[src/rtl/pid_pkg.sv]
package pid_pkg;

    localparam int NS_W     = 6;
    localparam int XS_W     = 2;
    localparam int SUBCH    = 52;
    localparam int ID_BYTES = 8;
    localparam int SLOT_W   = $clog2(ID_BYTES);
    localparam int MAC_W    = 48;
    localparam int MAC_B    = MAC_W / 8;

    typedef struct packed {
        logic [MAC_W-1:0] mac;
        logic [7:0]       port;
    } pid_t;

    // slot = {Y[0], Xs}; 0 reserved, 1 port, 2..7 MAC bytes 0..5
    function automatic logic [SLOT_W-1:0] pid_slot(input logic y0, input logic [XS_W-1:0] xs);
        return {y0, xs};
    endfunction

    function automatic logic [7:0] pid_slot_byte(input pid_t id, input logic [SLOT_W-1:0] s);
        logic [7:0] b;
        case (s)
            3'd0:    b = 8'h00;
            3'd1:    b = id.port;
            3'd2:    b = id.mac[7:0];
            3'd3:    b = id.mac[15:8];
            3'd4:    b = id.mac[23:16];
            3'd5:    b = id.mac[31:24];
            3'd6:    b = id.mac[39:32];
            default: b = id.mac[47:40];
        endcase
        return b;
    endfunction

endpackage

[src/rtl/pid_tx_map.sv]
module pid_tx_map
    import pid_pkg::*;
#(
    parameter int Y_W = 4
) (
    input  logic            clk,
    input  logic            rst,
    input  pid_t            id,
    input  logic            sync,
    input  logic [NS_W-1:0] ns,
    input  logic [XS_W-1:0] xs,
    input  logic [Y_W-1:0]  y,
    output logic [7:0]      byte_o,
    output logic            hit_o,
    output logic            err_o
);
    logic sc_hit, port_bad, y_ok, send;

    always_comb begin
        sc_hit   = (ns == NS_W'(SUBCH));
        port_bad = (id.port == 8'h00);
        y_ok     = (y < Y_W'(2));
        send     = sc_hit && sync && !port_bad && y_ok;
    end

    always_ff @(posedge clk) begin
        if (rst) begin
            byte_o <= '0;
            hit_o  <= 1'b0;
            err_o  <= 1'b0;
        end else begin
            hit_o  <= sc_hit;
            err_o  <= port_bad;
            byte_o <= send ? pid_slot_byte(id, pid_slot(y[0], xs)) : 8'h00;
        end
    end
endmodule

[src/rtl/pid_rx_collect.sv]
module pid_rx_collect
    import pid_pkg::*;
#(
    parameter int Y_W = 4
) (
    input  logic            clk,
    input  logic            rst,
    input  logic            vld,
    input  logic [NS_W-1:0] ns,
    input  logic [XS_W-1:0] xs,
    input  logic [Y_W-1:0]  y,
    input  logic [7:0]      din,
    output logic            done,
    output pid_t            asm_id
);
    localparam logic [ID_BYTES-1:0] FULL = '1;

    logic [ID_BYTES-1:0] mask_q, mask_n;
    logic [7:0]          sh_q [ID_BYTES];
    logic [7:0]          sh_n [ID_BYTES];
    logic                hit, hf_start;
    logic [SLOT_W-1:0]   slot;

    always_comb begin
        hit      = vld && (ns == NS_W'(SUBCH)) && (y < Y_W'(2));
        hf_start = vld && (ns == '0) && (xs == '0);
        slot     = pid_slot(y[0], xs);
        mask_n   = hf_start ? '0 : mask_q;
        sh_n     = sh_q;
        if (hit) begin
            mask_n[slot] = 1'b1;
            sh_n[slot]   = din;
        end
        done = hit && (mask_n == FULL) && (mask_q != FULL);
        asm_id.port = sh_n[1];
        for (int i = 0; i < MAC_B; i++) begin
            asm_id.mac[8*i +: 8] = sh_n[2+i];
        end
    end

    always_ff @(posedge clk) begin
        if (rst) begin
            mask_q <= '0;
            for (int i = 0; i < ID_BYTES; i++) sh_q[i] <= 8'h00;
        end else begin
            mask_q <= mask_n;
            sh_q   <= sh_n;
        end
    end
endmodule

[src/rtl/pid_rx_track.sv]
module pid_rx_track
    import pid_pkg::*;
(
    input  logic clk,
    input  logic rst,
    input  logic done,
    input  pid_t asm_id,
    output pid_t cap_o,
    output logic valid_o,
    output logic changed_o
);
    logic have_prev;

    always_ff @(posedge clk) begin
        if (rst) begin
            cap_o     <= '0;
            valid_o   <= 1'b0;
            changed_o <= 1'b0;
            have_prev <= 1'b0;
        end else begin
            valid_o   <= done;
            changed_o <= done && have_prev && (asm_id != cap_o);
            if (done) begin
                cap_o     <= asm_id;
                have_prev <= 1'b1;
            end
        end
    end
endmodule

[src/rtl/port_id_cw.sv]
module port_id_cw
    import pid_pkg::*;
#(
    parameter int Y_W = 4
) (
    input  logic             clk,
    input  logic             rst,
    input  logic [47:0]      mac_addr,
    input  logic [7:0]       port_num,
    input  logic             link_sync,
    input  logic [5:0]       tx_ns,
    input  logic [1:0]       tx_xs,
    input  logic [Y_W-1:0]   tx_y,
    output logic [7:0]       tx_byte,
    output logic             tx_sc_hit,
    output logic             cfg_err,
    input  logic             rx_vld,
    input  logic [5:0]       rx_ns,
    input  logic [1:0]       rx_xs,
    input  logic [Y_W-1:0]   rx_y,
    input  logic [7:0]       rx_byte,
    output logic [47:0]      rx_mac,
    output logic [7:0]       rx_port,
    output logic             id_valid,
    output logic             id_changed
);
    pid_t local_id, asm_id, cap_id;
    logic done;

    assign local_id.mac  = mac_addr;
    assign local_id.port = port_num;

    pid_tx_map #(.Y_W(Y_W)) u_tx (
        .clk(clk), .rst(rst), .id(local_id), .sync(link_sync),
        .ns(tx_ns), .xs(tx_xs), .y(tx_y),
        .byte_o(tx_byte), .hit_o(tx_sc_hit), .err_o(cfg_err)
    );

    pid_rx_collect #(.Y_W(Y_W)) u_col (
        .clk(clk), .rst(rst), .vld(rx_vld), .ns(rx_ns), .xs(rx_xs),
        .y(rx_y), .din(rx_byte), .done(done), .asm_id(asm_id)
    );

    pid_rx_track u_trk (
        .clk(clk), .rst(rst), .done(done), .asm_id(asm_id),
        .cap_o(cap_id), .valid_o(id_valid), .changed_o(id_changed)
    );

    assign rx_mac  = cap_id.mac;
    assign rx_port = cap_id.port;
endmodule

[config.mk]
export PLATFORM = sky130hd
export DESIGN_NAME = port_id_cw
export DESIGN_NICKNAME = d
export VERILOG_FILES = /design/src/rtl/pid_pkg.sv /design/src/rtl/pid_tx_map.sv /design/src/rtl/pid_rx_collect.sv /design/src/rtl/pid_rx_track.sv /design/src/rtl/port_id_cw.sv
export SDC_FILE = /design/constraint.sdc
export NUM_CORES = 1
export LEC_CHECK = 0
export ABC_AREA = 1
export BUFFER_PORTS_ARGS = -buffer_cell sky130_fd_sc_hd__buf_2
export CAP_MARGIN = 15
export CORE_ASPECT_RATIO = 1.4
export CORE_UTILIZATION = 50
export CTS_CLUSTER_SIZE = 25
export DETAILED_ROUTE_END_ITERATION = 8
export GPL_TIMING_DRIVEN = 0
export PLACE_DENSITY = 0.75
export SLEW_MARGIN = 20
export SYNTH_ARGS = -nofsm -noshare
export SYNTH_HDL_FRONTEND = slang
export SYNTH_HIERARCHICAL = 1
export SYNTH_SLANG_ARGS = --single-unit
[constraint.sdc]
create_clock -name clk -period 2.04 [get_ports clk]
set_input_delay 0.102 -clock clk [delete_from_list [all_inputs] [get_ports clk]]
set_output_delay 0.102 -clock clk [all_outputs]
set_load 0.05 [all_outputs]
# After elaboration in Yosys (flattened, before gate mapping)
# Cells that the tools add are included.
[op_classes]
mux = 9
magnitude_cmp = 6
n_bitwise = 3
n_reduce_logical = 19
eq_ne = 11
[ops]
columns = ["cell", "n"]
rows = [
  ["bitwise mux 64 bit", 1],
  ["two-way mux 56 bit", 1],
  ["!= test 56 bit", 1],
  ["one-hot mux 8 bit (7 select lines)", 1],
  ["demux 8 bit (select 3 bit)", 1],
  ["two-way mux 8 bit", 3],
  ["logical AND 1 bit", 13],
  ["== test 6 bit (second input constant)", 2],
  ["== test 3 bit (second input constant)", 3],
  ["== test 8 bit (second input constant)", 1],
  ["zero test 8 bit", 1],
  ["< comparator 4 x 2 -> 1 bit (second input constant)", 2],
  ["!= test 8 bit (second input constant)", 1],
  ["OR 8 bit", 1],
  ["== test 3 x 2 -> 1 bit (second input constant)", 2],
  ["zero test 6 bit", 1],
  [">= comparator 4 bit (second input constant)", 1],
  ["< comparator 3 x 4 -> 1 bit (second input constant)", 1],
  ["< comparator 4 x 1 -> 1 bit (second input constant)", 1],
  ["NOT 3 -> 4 bit", 1],
  ["demux 1 bit (select 3 bit)", 1],
  ["== test 3 x 1 -> 1 bit (second input constant)", 1],
  [">= comparator 3 x 1 -> 1 bit (second input constant)", 1],
  ["zero test 3 bit", 1],
  ["other kinds (5)", 5],
]
[totals]
ff_bits = 141
out_inout_bits = 68
input_bits = 92

# Depth between registers and ports, before layout
[depth]
word_depth = 11
depth_mapped = 19
depth_no_buf = 18

# By module
# Netlist, hierarchy kept.
[modules_own_cells]
columns = ["module", "instances", "cells_each", "area_each_um2"]
rows = [
  ["pid_rx_track", 1, 488, 3010.4],
  ["pid_rx_collect", 1, 396, 2771.4],
  ["pid_tx_map", 1, 173, 928.4],
]

# Worst setup path before layout
# OpenSTA, ideal clock, no wires.
[synth_path]
kind = "input -> register"
startpoint = "input port rx_y[2]"
endpoint = "register u_trk/cap_o[38] in the netlist's numbering"
arrival_ns = 1.598
path_slack_ns = 0.321
t_required_ns = 1.918
path_stages = 14
setup_time_ns = 0.122
n_path_buf = 4
path_cell_list = "nor2_1 nand3_2 nor2_2 nand3_1 buf_6 nand2_1 nand2_1 inv_1 nand2_1 nor2_1 buf_4 buf_2 buf_2 a21oi_1"
[synth_via]
elab_chain_len = 6
word_cells_on_any_way = 7
cone_classes = "order compare (1); eq/ne (1); mux (2); reduce/logical (3)"
[synth_lines]
columns = ["item", "line_no", "text"]
rows = [
  ["start: declaration", "port_id_cw.sv:20", "input logic [Y_W-1:0] rx_y,"],
  ["< comparator 4 x 2 -> 1 bit (*)", "pid_rx_collect.sv:25", "hit = vld && (ns == NS_W'(SUBCH)) && (y < Y_W'(2));"],
  ["logical AND 1 bit (*)", "pid_rx_collect.sv:25", ""],
  ["two-way mux 8 bit", "pid_rx_collect.sv:30", "if (hit) begin"],
  ["== test 8 bit", "pid_rx_collect.sv:34", "done = hit && (mask_n == FULL) && (mask_q != FULL);"],
  ["logical AND 1 bit (*) (2 in series)", "pid_rx_collect.sv:34", ""],
  ["named net done", "port_id_cw.sv:28", "logic done;"],
  ["end signal: assignment", "pid_rx_track.sv:24", "cap_o <= asm_id;"],
  ["end: declaration", "pid_rx_track.sv:8", "output pid_t cap_o,"],
]
# Mark *: on every way through the listed nets, which the timed path passes. The rest lies on a longest branch.
# A chain may end at the register's enable or synchronous reset.

# Worst setup path in the final report
[layout_path]
startpoint = "input port rx_y[2]"
endpoint = "register u_trk/cap_o[41] in the netlist's numbering"
# The elaborated chain is that of the path after synthesis.

==> results.md <==
* Vias in the first global route at 6492
* Wire length of the first global-routing pass at ~30 mm
* Result of the run: complete, no violations
* Unrepaired setup endpoints after global routing: true
* Min-Delay Path Class: in -> reg
* Clock sinks at approximately 130
* Layout cell share with drive strength beyond 1 at between 10% and 20%
* Crit-path max FO at 10
* Launching point of the worst reg2reg path: u_col/mask_q[7]
* Share of synthesized registers carrying an async set or reset at 0%
* Flip-flop and latch count after synthesis at between 100 and 150
* Overall global routing resource usage at around 27%
* Number of flops mapped to enable cells by yosys at 0
* Starting density of the core at around 52%
* Post-synthesis cell type with the largest combined area: sky130_fd_sc_hd__dfxtp_1
* Slew Limit Headroom at 42.82%
* Synthesis-to-layout area growth at 24.46%
* Arrival time of data at the critical path endpoint at 2190 ps
* Crit-path slowest cell: sky130_fd_sc_hd__nor2_2
* Finish-stage setup viols at 0
* Leakage power total at 0.004479 uW
* Utilization after layout at 64.26%
* Average size of a mapped cell at 6.348 sq um
* Total power after layout at 5950 uW
* Count of maximum capacitance violations at 0
* Kind of cell adding the most delay to the critical path: buffers and inverters
* Number of top-level design ports at 160
* Core box area at 13000 sq um
* TritonCTS Buffers at 17
* Total detailed-routing wirelength at around 18 mm
* Largest net degree at the start of global routing at 17
* Gpl congestion at about 0.86
* Sequential-to-total area share from yosys stat at about two fifths
* Critical path endpoint category: flop
* Critical Setup Path Class: in -> reg
* Total power divided by cell area at a little over 700 nW/um^2
* Residual DRC count at 0
* Final critical path time including I/O delays and setup at 1898 ps
* Part of the cycle the worst path needs at between 90% and 100%
* Dominant synthesized flop cell: sky130_fd_sc_hd__dfxtp_1
* Number of nets still failing antenna checks after routing at 0
* Type of element launching the critical path: input pin
* Delay of the slowest cell on the worst path at about 280 ps
* CTS tree: yes
* Worst IR drop on VDD at between 0.0005 and 0.0006 V
* Bufs on Longest Clock Path at 2
* Later-pin clock latency in the skew report at a little over 400 ps
* Die height at roughly 140 microns
* Number of standard-cell rows in the floorplan at 49
* Pins over their slew limit at 0
* Number of buffers and inverters on the critical path at 6
* Initial antenna violation count at 0
* Area occupied by registers at 2663 sq um
* Die outline area at 13890 sq um
* H-tree depth at 4
* CP Cell Sequence: buf_2, nor2_1, nand3_2, nor2_2, nand3_1, buf_6, nand2_1, nand2_1, inv_1, nand2_1, nor2_1, buf_4, buf_2, buf_2, a21oi_1
* Top cells by count, synth: sky130_fd_sc_hd__nand2_1 (306), sky130_fd_sc_hd__inv_1 (168), sky130_fd_sc_hd__nor2_1 (140)
* Count of filler cells inserted in the layout at about 1300
* Buffer cell driving the clock tree root: sky130_fd_sc_hd__clkbuf_16
* Via count at 6987
* Beginning of the worst hold path: tx_ns[0]
* Clock tree skew after final layout at between 7 and 8 ps
* CP required at between 2000 and 2500 ps
* Area fraction of the dominant cell type after synthesis at a little under 40%
* Horizontal die dimension at 99.91 microns
* Final HPWL from detailed placement at 13.58 mm
* First-pass iteration count of the detailed router at 5
* Clock slew at reported path FFs at 50 ps
* Post-Syn Nets at roughly 1100
* First DRT Iteration DRCs at ~320
* Global route total overflow at 0
* Via count normalized by instance count at 4.900
* Number of I/O port buffers at roughly 160
* Number of distinct library cells after synthesis at 30
* Top cells by area, synth: sky130_fd_sc_hd__dfxtp_1 (40%), sky130_fd_sc_hd__nand2_1 (17%), sky130_fd_sc_hd__inv_1 (9.4%)
* Highest attainable clock frequency at ~530 MHz
* Wire per inst at 12.54 microns
* YS warnings at 6
* Layout Nets at around 1300
* Source of the critical timing path: rx_y[2]
* WHS at around 15 ps
* Area of the mapped netlist at about 6700 sq um
* Number of antenna cells inserted at 0
* Multi-input gate area in the final layout at approximately 3200 sq um
* Most frequently used cell type in the post-synthesis netlist: sky130_fd_sc_hd__nand2_1
* TNS Setup at 0 ps
* Total count of hold-check failures in the final report at 0
* Least-Margin Pin Slew at roughly 850 ps
* Instance count of the mapped netlist at ~1100
power breakdown:
group          switching (uW)  internal (uW)  leakage (uW)
Sequential              0.100           2600       0.00107
Combinational             194            114       0.00312
Clock                    1100           1950      0.000287
stage by stage:
stage,area (sq um),worst slack (ps),instances
after floorplan,6710,320.6,1057
after global placement,7719,-288.3,1392
after detailed placement,7719,-271.4,1392
after CTS,8324,115.7,1424
after global routing,8352,-47.40,1426
final,8352,141.9,1426
flip-flops by register name (all words and copies together) (netlist names):
| signal | count |
|---|---|
| u_col/sh_q | 56 |
| u_trk/cap_o | 56 |
| u_col/mask_q | 8 |
| u_tx/byte_o | 8 |
| u_trk/changed_o | 1 |
| u_trk/have_prev | 1 |
| u_trk/valid_o | 1 |
| u_tx/err_o | 1 |
| u_tx/hit_o | 1 |
worst paths after layout:
| check | cells past startpoint | slack, ps | to |
|---|---|---|---|
| worst max-delay path | 15 | 140 | u_trk/cap_o[41] |
| worst min-delay path | 4 | 20 | u_tx/hit_o |
| worst max register to register | 11 | 200 | u_trk/cap_o[41] |
| worst min register to register | 2 | 460 | u_trk/changed_o |
cells in the final DEF (no fill, tap or decap), drive strengths merged:
cell / n
o21ai: 96
o211ai: 2
dfxtp: 133
inv: 177
buf: 179
nand2: 310
nand3: 32
nand3b: 2
a21oi: 74
clkinvlp: 3
dlygate4sd3: 1
nand4: 23
clkbuf: 39
or2: 1
nor3: 3
bufinv: 2
xnor2: 8
xor2: 6
clkinv: 4
nor2b: 1
nor2: 152
cell type report:
class                           instances  area share (%)
Tap cell                              178           2.667
Multi-Input combinational cell        710           38.23
Clock inverter                          8           1.169
Clock buffer                           23           5.963
Inverter                              178           8.000
Sequential cell                       133           31.88
Buffer                                 36           2.382
Timing Repair Buffer                  160           9.708
timing repair:
item,in CTS,in global routing
hold buffers,1,0
resized for setup,0,3
endpoints found under the hold margin,2,0
buffers inserted,0,2
setup endpoints to repair,0,39
worst min-delay path, stage by stage:
cell and delay (ps):
sky130_fd_sc_hd__buf_2 70, sky130_fd_sc_hd__nor2_1 30, sky130_fd_sc_hd__nand2_1 70, sky130_fd_sc_hd__nor2_2 80
layer usage:
layer / global-route usage [%] / wire length [microns] / vias up
met1: 29.84 / 7235 / 3120
li1: - / - / 3608
met5: 0 / 0 / -
met2: 49.11 / 9180 / 221
met4: 11.38 / 538 / 0
met3: 4.889 / 923 / 38
cell families (layout without fill, tap and decap cells):
family | count (synthesis) | after routing | share of synthesized area [%]
DFF | 133 | 133 | 39.68
xor gates and xnor gates | 14 | 14 | 1.827
buffers and inverters | 214 | 405 | 12.92
AOI/OAI and AO/OA | 172 | 172 | 13.35
and+or+nand+nor | 524 | 524 | 32.22
(Power assumes the default switching activity.)
